$ cat src/rtl/lut_pkg.sv
package lut_pkg;
   typedef enum logic [1:0] {
      PH_RED = 2'd0,
      PH_GRN = 2'd1,
      PH_BLU = 2'd2
   } phase_e;
endpackage

$ cat src/rtl/lut_seq.sv
// Entry pointer and component-phase sequencer.
module lut_seq
   import lut_pkg::*;
#(
   parameter int IDX_W = 4
) (
   input  logic             clk,
   input  logic             rst_n,
   input  logic             addr_wr,
   input  logic             data_acc,
   input  logic [IDX_W-1:0] ptr_load,
   output logic [IDX_W-1:0] ptr,
   output phase_e           phase
);
   localparam logic [IDX_W-1:0] PTR_ONE = IDX_W'(1);

   always_ff @(posedge clk or negedge rst_n) begin
      if (!rst_n) begin
         ptr   <= '0;
         phase <= PH_RED;
      end else if (addr_wr) begin
         ptr   <= ptr_load;
         phase <= PH_RED;
      end else if (data_acc) begin
         unique case (phase)
            PH_RED:  phase <= PH_GRN;
            PH_GRN:  phase <= PH_BLU;
            default: begin
               phase <= PH_RED;
               ptr   <= ptr + PTR_ONE;
            end
         endcase
      end
   end

   // index write loads the pointer and restarts the phase at red
   p_addr_load_r2: assert property (@(posedge clk) disable iff (!rst_n)
      addr_wr |=> (ptr == $past(ptr_load)) && (phase == PH_RED));

   // the blue-phase access on the last entry wraps the pointer to 0
   p_wrap_r5: assert property (@(posedge clk) disable iff (!rst_n)
      (data_acc && !addr_wr && phase == PH_BLU && ptr == '1) |=> (ptr == '0));

   // with no access, pointer and phase stay put
   p_hold_r7: assert property (@(posedge clk) disable iff (!rst_n)
      (!addr_wr && !data_acc) |=> ($stable(ptr) && $stable(phase)));

   // the phase never leaves its three legal codes
   p_phase_legal_r5: assert property (@(posedge clk) disable iff (!rst_n)
      phase != 2'd3);
endmodule

$ cat src/rtl/lut_stage.sv
// Holding registers for the red and green components.
module lut_stage
   import lut_pkg::*;
#(
   parameter int CMP_W = 4
) (
   input  logic             clk,
   input  logic             rst_n,
   input  logic             clr,
   input  logic             wr,
   input  phase_e           phase,
   input  logic [CMP_W-1:0] comp_in,
   output logic [CMP_W-1:0] st_r,
   output logic [CMP_W-1:0] st_g
);
   always_ff @(posedge clk or negedge rst_n) begin
      if (!rst_n) begin
         st_r <= '0;
         st_g <= '0;
      end else if (clr) begin
         st_r <= '0;
         st_g <= '0;
      end else if (wr) begin
         if (phase == PH_RED) st_r <= comp_in;
         if (phase == PH_GRN) st_g <= comp_in;
      end
   end

   // an index write empties the staging registers
   p_clear_r8: assert property (@(posedge clk) disable iff (!rst_n)
      clr |=> (st_r == '0) && (st_g == '0));
endmodule

$ cat src/rtl/lut_store.sv
// Flip-flop palette with one write port, one host read port and one lookup port.
module lut_store #(
   parameter int IDX_W = 4,
   parameter int CMP_W = 4
) (
   input  logic               clk,
   input  logic               rst_n,
   input  logic               commit,
   input  logic [IDX_W-1:0]   wptr,
   input  logic [CMP_W-1:0]   in_r,
   input  logic [CMP_W-1:0]   in_g,
   input  logic [CMP_W-1:0]   in_b,
   input  logic [IDX_W-1:0]   hptr,
   output logic [3*CMP_W-1:0] h_rgb,
   input  logic [IDX_W-1:0]   pix_idx,
   output logic [3*CMP_W-1:0] pix_rgb
);
   localparam int DEPTH = 1 << IDX_W;
   localparam int RGB_W = 3 * CMP_W;

   logic [RGB_W-1:0]       tbl [DEPTH];
   logic [DEPTH*RGB_W-1:0] tbl_flat;

   for (genvar e = 0; e < DEPTH; e++) begin : g_ent
      always_ff @(posedge clk or negedge rst_n) begin
         if (!rst_n)
            tbl[e] <= '0;
         else if (commit && wptr == IDX_W'(e))
            tbl[e] <= {in_r, in_g, in_b};
      end
      assign tbl_flat[e*RGB_W +: RGB_W] = tbl[e];
   end

   assign h_rgb   = tbl[hptr];
   assign pix_rgb = tbl[pix_idx];

   // a commit lands the staged colour in the addressed entry
   p_commit_r4: assert property (@(posedge clk) disable iff (!rst_n)
      commit |=> (tbl[$past(wptr)] == $past({in_r, in_g, in_b})));

   // without a commit no entry changes
   p_hold_r3: assert property (@(posedge clk) disable iff (!rst_n)
      !commit |=> $stable(tbl_flat));
endmodule

$ cat src/rtl/pal_lut_port.sv
// Register-bus access port to the palette colour table.
module pal_lut_port
   import lut_pkg::*;
#(
   parameter int IDX_W  = 4,
   parameter int CMP_W  = 4,
   parameter int DATA_W = 8
) (
   input  logic                clk,
   input  logic                rst_n,
   input  logic                reg_sel,
   input  logic                wr_en,
   input  logic                rd_en,
   input  logic [DATA_W-1:0]   wdata,
   output logic [DATA_W-1:0]   rdata,
   input  logic [IDX_W-1:0]    pix_idx,
   output logic [3*CMP_W-1:0]  pix_rgb
);
   localparam int LOW_W = DATA_W - CMP_W;
   localparam int PAD_W = DATA_W - IDX_W;

   if (CMP_W >= DATA_W) begin : g_bad_cmp
      $error("CMP_W must be narrower than DATA_W");
   end
   if (IDX_W >= DATA_W) begin : g_bad_idx
      $error("IDX_W must be narrower than DATA_W");
   end

   logic               addr_wr, data_acc, data_wr, data_rd, commit;
   logic [IDX_W-1:0]   ptr;
   phase_e             phase;
   logic [CMP_W-1:0]   comp_in, st_r, st_g, comp_out;
   logic [3*CMP_W-1:0] h_rgb;

   assign addr_wr  = !reg_sel && wr_en;
   assign data_wr  = reg_sel && wr_en;
   assign data_rd  = reg_sel && rd_en && !wr_en;
   assign data_acc = data_wr || data_rd;
   assign comp_in  = wdata[DATA_W-1 -: CMP_W];
   assign commit   = data_wr && (phase == PH_BLU);

   lut_seq #(.IDX_W(IDX_W)) u_seq (
      .clk(clk), .rst_n(rst_n), .addr_wr(addr_wr), .data_acc(data_acc),
      .ptr_load(wdata[IDX_W-1:0]), .ptr(ptr), .phase(phase)
   );

   lut_stage #(.CMP_W(CMP_W)) u_stage (
      .clk(clk), .rst_n(rst_n), .clr(addr_wr), .wr(data_wr), .phase(phase),
      .comp_in(comp_in), .st_r(st_r), .st_g(st_g)
   );

   lut_store #(.IDX_W(IDX_W), .CMP_W(CMP_W)) u_store (
      .clk(clk), .rst_n(rst_n), .commit(commit), .wptr(ptr),
      .in_r(st_r), .in_g(st_g), .in_b(comp_in),
      .hptr(ptr), .h_rgb(h_rgb), .pix_idx(pix_idx), .pix_rgb(pix_rgb)
   );

   always_comb begin
      unique case (phase)
         PH_RED:  comp_out = h_rgb[3*CMP_W-1 -: CMP_W];
         PH_GRN:  comp_out = h_rgb[2*CMP_W-1 -: CMP_W];
         default: comp_out = h_rgb[CMP_W-1:0];
      endcase
   end

   always_comb begin
      rdata = '0;
      if (rd_en && !wr_en) begin
         if (reg_sel) rdata = {comp_out, {LOW_W{1'b0}}};
         else         rdata = {{PAD_W{1'b0}}, ptr};
      end
   end

   // component reads carry zeros below the component field
   p_low_zero_r6: assert property (@(posedge clk) disable iff (!rst_n)
      data_rd |-> (rdata[LOW_W-1:0] == '0));

   // read data is driven only for a read without a write
   p_idle_r9: assert property (@(posedge clk) disable iff (!rst_n)
      (!rd_en || wr_en) |-> (rdata == '0));
endmodule

$ cat config.mk
export PLATFORM = sky130hd
export DESIGN_NAME = pal_lut_port
export DESIGN_NICKNAME = d
export VERILOG_FILES = /design/src/rtl/lut_pkg.sv /design/src/rtl/lut_seq.sv /design/src/rtl/lut_stage.sv /design/src/rtl/lut_store.sv /design/src/rtl/pal_lut_port.sv
export SDC_FILE = /design/constraint.sdc
export NUM_CORES = 1
export LEC_CHECK = 0
export BUFFER_PORTS_ARGS = -buffer_cell sky130_fd_sc_hd__buf_2
export CAP_MARGIN = 15
export CELL_PAD_IN_SITES_DETAIL_PLACEMENT = 0
export CELL_PAD_IN_SITES_GLOBAL_PLACEMENT = 1
export CORE_ASPECT_RATIO = 0.9
export CORE_MARGIN = 10
export CORE_UTILIZATION = 59
export CTS_BUF_LIST = sky130_fd_sc_hd__clkbuf_8
export CTS_CLUSTER_SIZE = 24
export DETAILED_ROUTE_END_ITERATION = 12
export PLACE_DENSITY = 0.95
export SYNTH_ARGS = -nofsm -noshare
export SYNTH_HDL_FRONTEND = slang
export SYNTH_SLANG_ARGS = --single-unit
$ cat constraint.sdc
create_clock -name clk -period 7.2 [get_ports clk]
set_input_delay 2.16 -clock clk [delete_from_list [all_inputs] [get_ports clk]]
set_output_delay 2.16 -clock clk [all_outputs]
set_load 0.02 [all_outputs]
==> flow_metrics.py <==
metrics = {
    "clock_tree": {
        "clk_path_buf_depth": 3,
        "clkSlewWorstSetupHoldPaths_ps": 50,
        "clk_latency_ps": 550,
        "cts_hold_buffers": 0,
        "cts_root_buf": "clkbuf_8",
        "cts_max_level": 2,
        "tritoncts": "yes",
        "cts_resized": 0,
        "cts_sinks": 206,
        "cts_setup_buffers": 0,
        "cts_inserted_buffers": 36,
    },
    "die": {
        "die_w_um": 165,
        "die_area_um2": 24800,
        "initial_core_util": 0.603,
        "io_pins": 37,
        "dieHeight_um": 150,
        "fp-row-count": 47,
        "core_area_um2": 18500,
    },
    "synth": {
        "seq_area_frac_synth": 0.463,
        "synth_area_per_cell_um2": 14.5,
        "ys_ff_latch": 206,
        "synth_cell_types": 36,
        "synth_warnings": 0,
        "yosys-top-cells-area": "dfrtp_1 (46%), mux2_2 (20%), mux4_2 (18%), mux2i_1 (4.0%), a22o_1 (1.3%)",
        "yosysMostFrequentCell": "dfrtp_1",
        "syn-instance-count": 766,
        "synth_ff_type": "dfrtp_1",
        "yosysTopAreaCellShare": 0.463,
        "syn_nets": 787,
        "async_reset_ff_frac": 1.00,
        "synth_commonest_cells": "dfrtp_1 (206), mux2_2 (196), mux4_2 (88), mux2i_1 (45), clkbuf_1 (36)",
        "synth-edff-count": 0,
        "synth_top_area_cell": "dfrtp_1",
        "netlist_area_um2": 11100,
    },
    "finish": {
        "drive_above_1_share": 0.485,
        "finalNonFillerCells": 1038,
        "area_delta_synth_final_pct": 8.40,
        "fin_nets": 790,
        "fill_cells": 1289,
        "diodes": 0,
    },
    "timing": {
        "setup_tns_ps": 0,
        "setup_violations": 0,
        "clock_skew_ps": 28.2,
        "rsz0062_at_grt": "false",
        "max_freq_ghz": 0.159,
        "hold_ws_ps": 530,
        "slew_headroom": 0.198,
        "fin_ws_ps": 925,
        "finalMaxSlewViolations": 0,
        "tightest_slew_ps": 1200,
        "fin_crit_ps": 6280,
        "post-route-period-util": 0.872,
        "final_hold_viol_count": 0,
    },
    "detailed_routing": {
        "vias": 7293,
        "ant_nets": 0,
        "routed_wirelength_um": 29000,
        "viasPerCell": 7.03,
        "first_pass_iters": 5,
        "drc": 0,
        "drt_iter0_markers": 759,
        "wl_per_cell_um": 27.9,
    },
    "run_status": {
        "outcome": "completed",
    },
    "power": {
        "intPower_mw": 2.27,
        "p_per_area_nw_per_um2": 275,
        "pwr-share-clk": 0.336,
        "p_leak_nw": 5.79,
        "netSwitchingPower_mw": 1.05,
        "p_sw_frac": 0.316,
        "power_frac_seq": 0.467,
        "combPwrFrac": 0.197,
        "vdd_drop_max_mv": 0.148,
        "design_power_total_mw": 3.32,
    },
    "global_route": {
        "track_usage": 0.238,
        "grt_pass1_vias": 7662,
        "grt_max_degree": 95,
        "grt_pass1_wl_um": 45000,
        "overflow": 0,
        "grt_antenna_before_repair": 0,
    },
    "critical_path": {
        "reg2reg_from": "u_seq.ptr[1]",
        "critPathMaxFanout": 27,
        "reg2reg_depth": 5,
        "end_kind": "output port",
        "cp_slowest_stage_delay_ps": 560,
        "worst_setup_path_start_kind": "primary input",
        "crit_chain": "buf_4 -> buf_12 -> mux4_2 -> mux4_2 -> buf_2",
        "cp.required_ps": 5040,
        "crit_type": "in -> out",
        "crit_path_top_delay_cell": "mux4_2",
        "reg2reg_to": "u_store.tbl[180]",
        "r2r_setup_slack_ps": 3920,
        "path_common_cell": "mux4_2",
        "cp.arrival_ps": 4120,
    },
    "worst_hold_path": {
        "min_path_type": "reg -> reg",
        "min_to": "u_store.tbl[65]",
        "hold_depth": 1,
        "holdCritStartpoint": "u_store.tbl[65]",
    },
    "placement": {
        "hpwl_um": 17800,
        "place_inst": 976,
        "gp_congestion": 0.857,
        "pre_cts_ws_ps": 921,
        "io_buffers": 36,
    },
    "job": {
        "cap_violations": 0,
    },
}
[worst max-delay path, delay by kind of cell]
kind / cells / cell delay (ps)
multiplexers: 2 / 1060
buffers and inverters: 3 / 860
[power groups by stage]
stage	sequential, mW	clock (mW)	combinational, mW
after floorplan	1.36	0	0.640
after global placement	1.54	0	0.628
after detailed placement	1.56	0	0.647
after CTS	1.54	1.13	0.651
after global routing	1.57	1.17	0.694
final	1.55	1.12	0.653
[metal layers]
layer,GRT usage,wire length (um)
met5,0,0
met4,0.110,1090
met3,0.0538,2480
met2,0.376,14000
met1,0.310,11400
[worst max path at each step]
| stage | startpoint | to |
|---|---|---|
| after global placement | pix_idx[0] | pix_rgb[7] |
| after floorplan | pix_idx[1] | pix_rgb[10] |
| final | pix_idx[0] | pix_rgb[3] |
| after global routing | pix_idx[0] | pix_rgb[3] |
| after detailed placement | pix_idx[0] | pix_rgb[10] |
| after CTS | pix_idx[0] | pix_rgb[3] |
[through the flow]
step,utilization,cell area (um^2)
global route,0.653,12100
global placement,0.613,11300
floorplan,-,11100
finish,0.653,12100
CTS,0.653,12100
detailed placement,0.613,11300
[sequential cells by signal, indices dropped and copies added, names as in the netlist]
| register | flops |
|---|---|
| u_seq.ptr | 4 |
| u_store.tbl | 192 |
| u_stage.st_g | 4 |
| u_stage.st_r | 4 |
| u_seq.phase | 2 |
[cell type report]
type / count / area (um^2) / share of cell area
clock buffer: 45 / 619 / 0.0513
clock inverter: 17 / 128 / 0.0106
inverter: 4 / 15.0 / 0.00124
multi-input combinational: 477 / 5560 / 0.461
sequential: 206 / 5160 / 0.428
tap: 245 / 307 / 0.0254
timing repair buffer: 44 / 277 / 0.0229
[cells by family (layout without fill, tap and decap cells)]
kind of cell    after synthesis  after routing  share of synthesized area
mux                         329            329                      0.417
flops                       206            206                      0.463
buf+inv                      83            110                     0.0373
simple gates                 82             82                     0.0369
compound gates               62             62                     0.0412
fa+ha+maj                     4              4                    0.00450
[cells in the final DEF, fill, tap and decap left out, drive strengths merged, types with 2 or more instances in the layout]
| cell type | synthesis | final |
|---|---|---|
| inv | 4 | 14 |
| clkbuf | 36 | 46 |
| clkinvlp | 0 | 2 |
| mux2i | 45 | 45 |
| nor4 | 4 | 4 |
| a22oi | 16 | 16 |
| nor2 | 9 | 9 |
| bufinv | 0 | 2 |
| clkinv | 0 | 3 |
| and2 | 10 | 10 |
| nor2b | 6 | 6 |
| buf | 43 | 43 |
| ha | 4 | 4 |
| and3 | 5 | 5 |
| a311oi | 6 | 6 |
| a22o | 17 | 17 |
| a21oi | 9 | 9 |
| nand2b | 3 | 3 |
| dfrtp | 206 | 206 |
| nand3 | 11 | 11 |
| mux2 | 196 | 196 |
| o211ai | 2 | 2 |
| o22ai | 2 | 2 |
| nor3 | 4 | 4 |
| o21ai | 7 | 7 |
| mux4 | 88 | 88 |
| nand2 | 27 | 27 |
No activity file was read; power rests on OpenSTA's default activity.
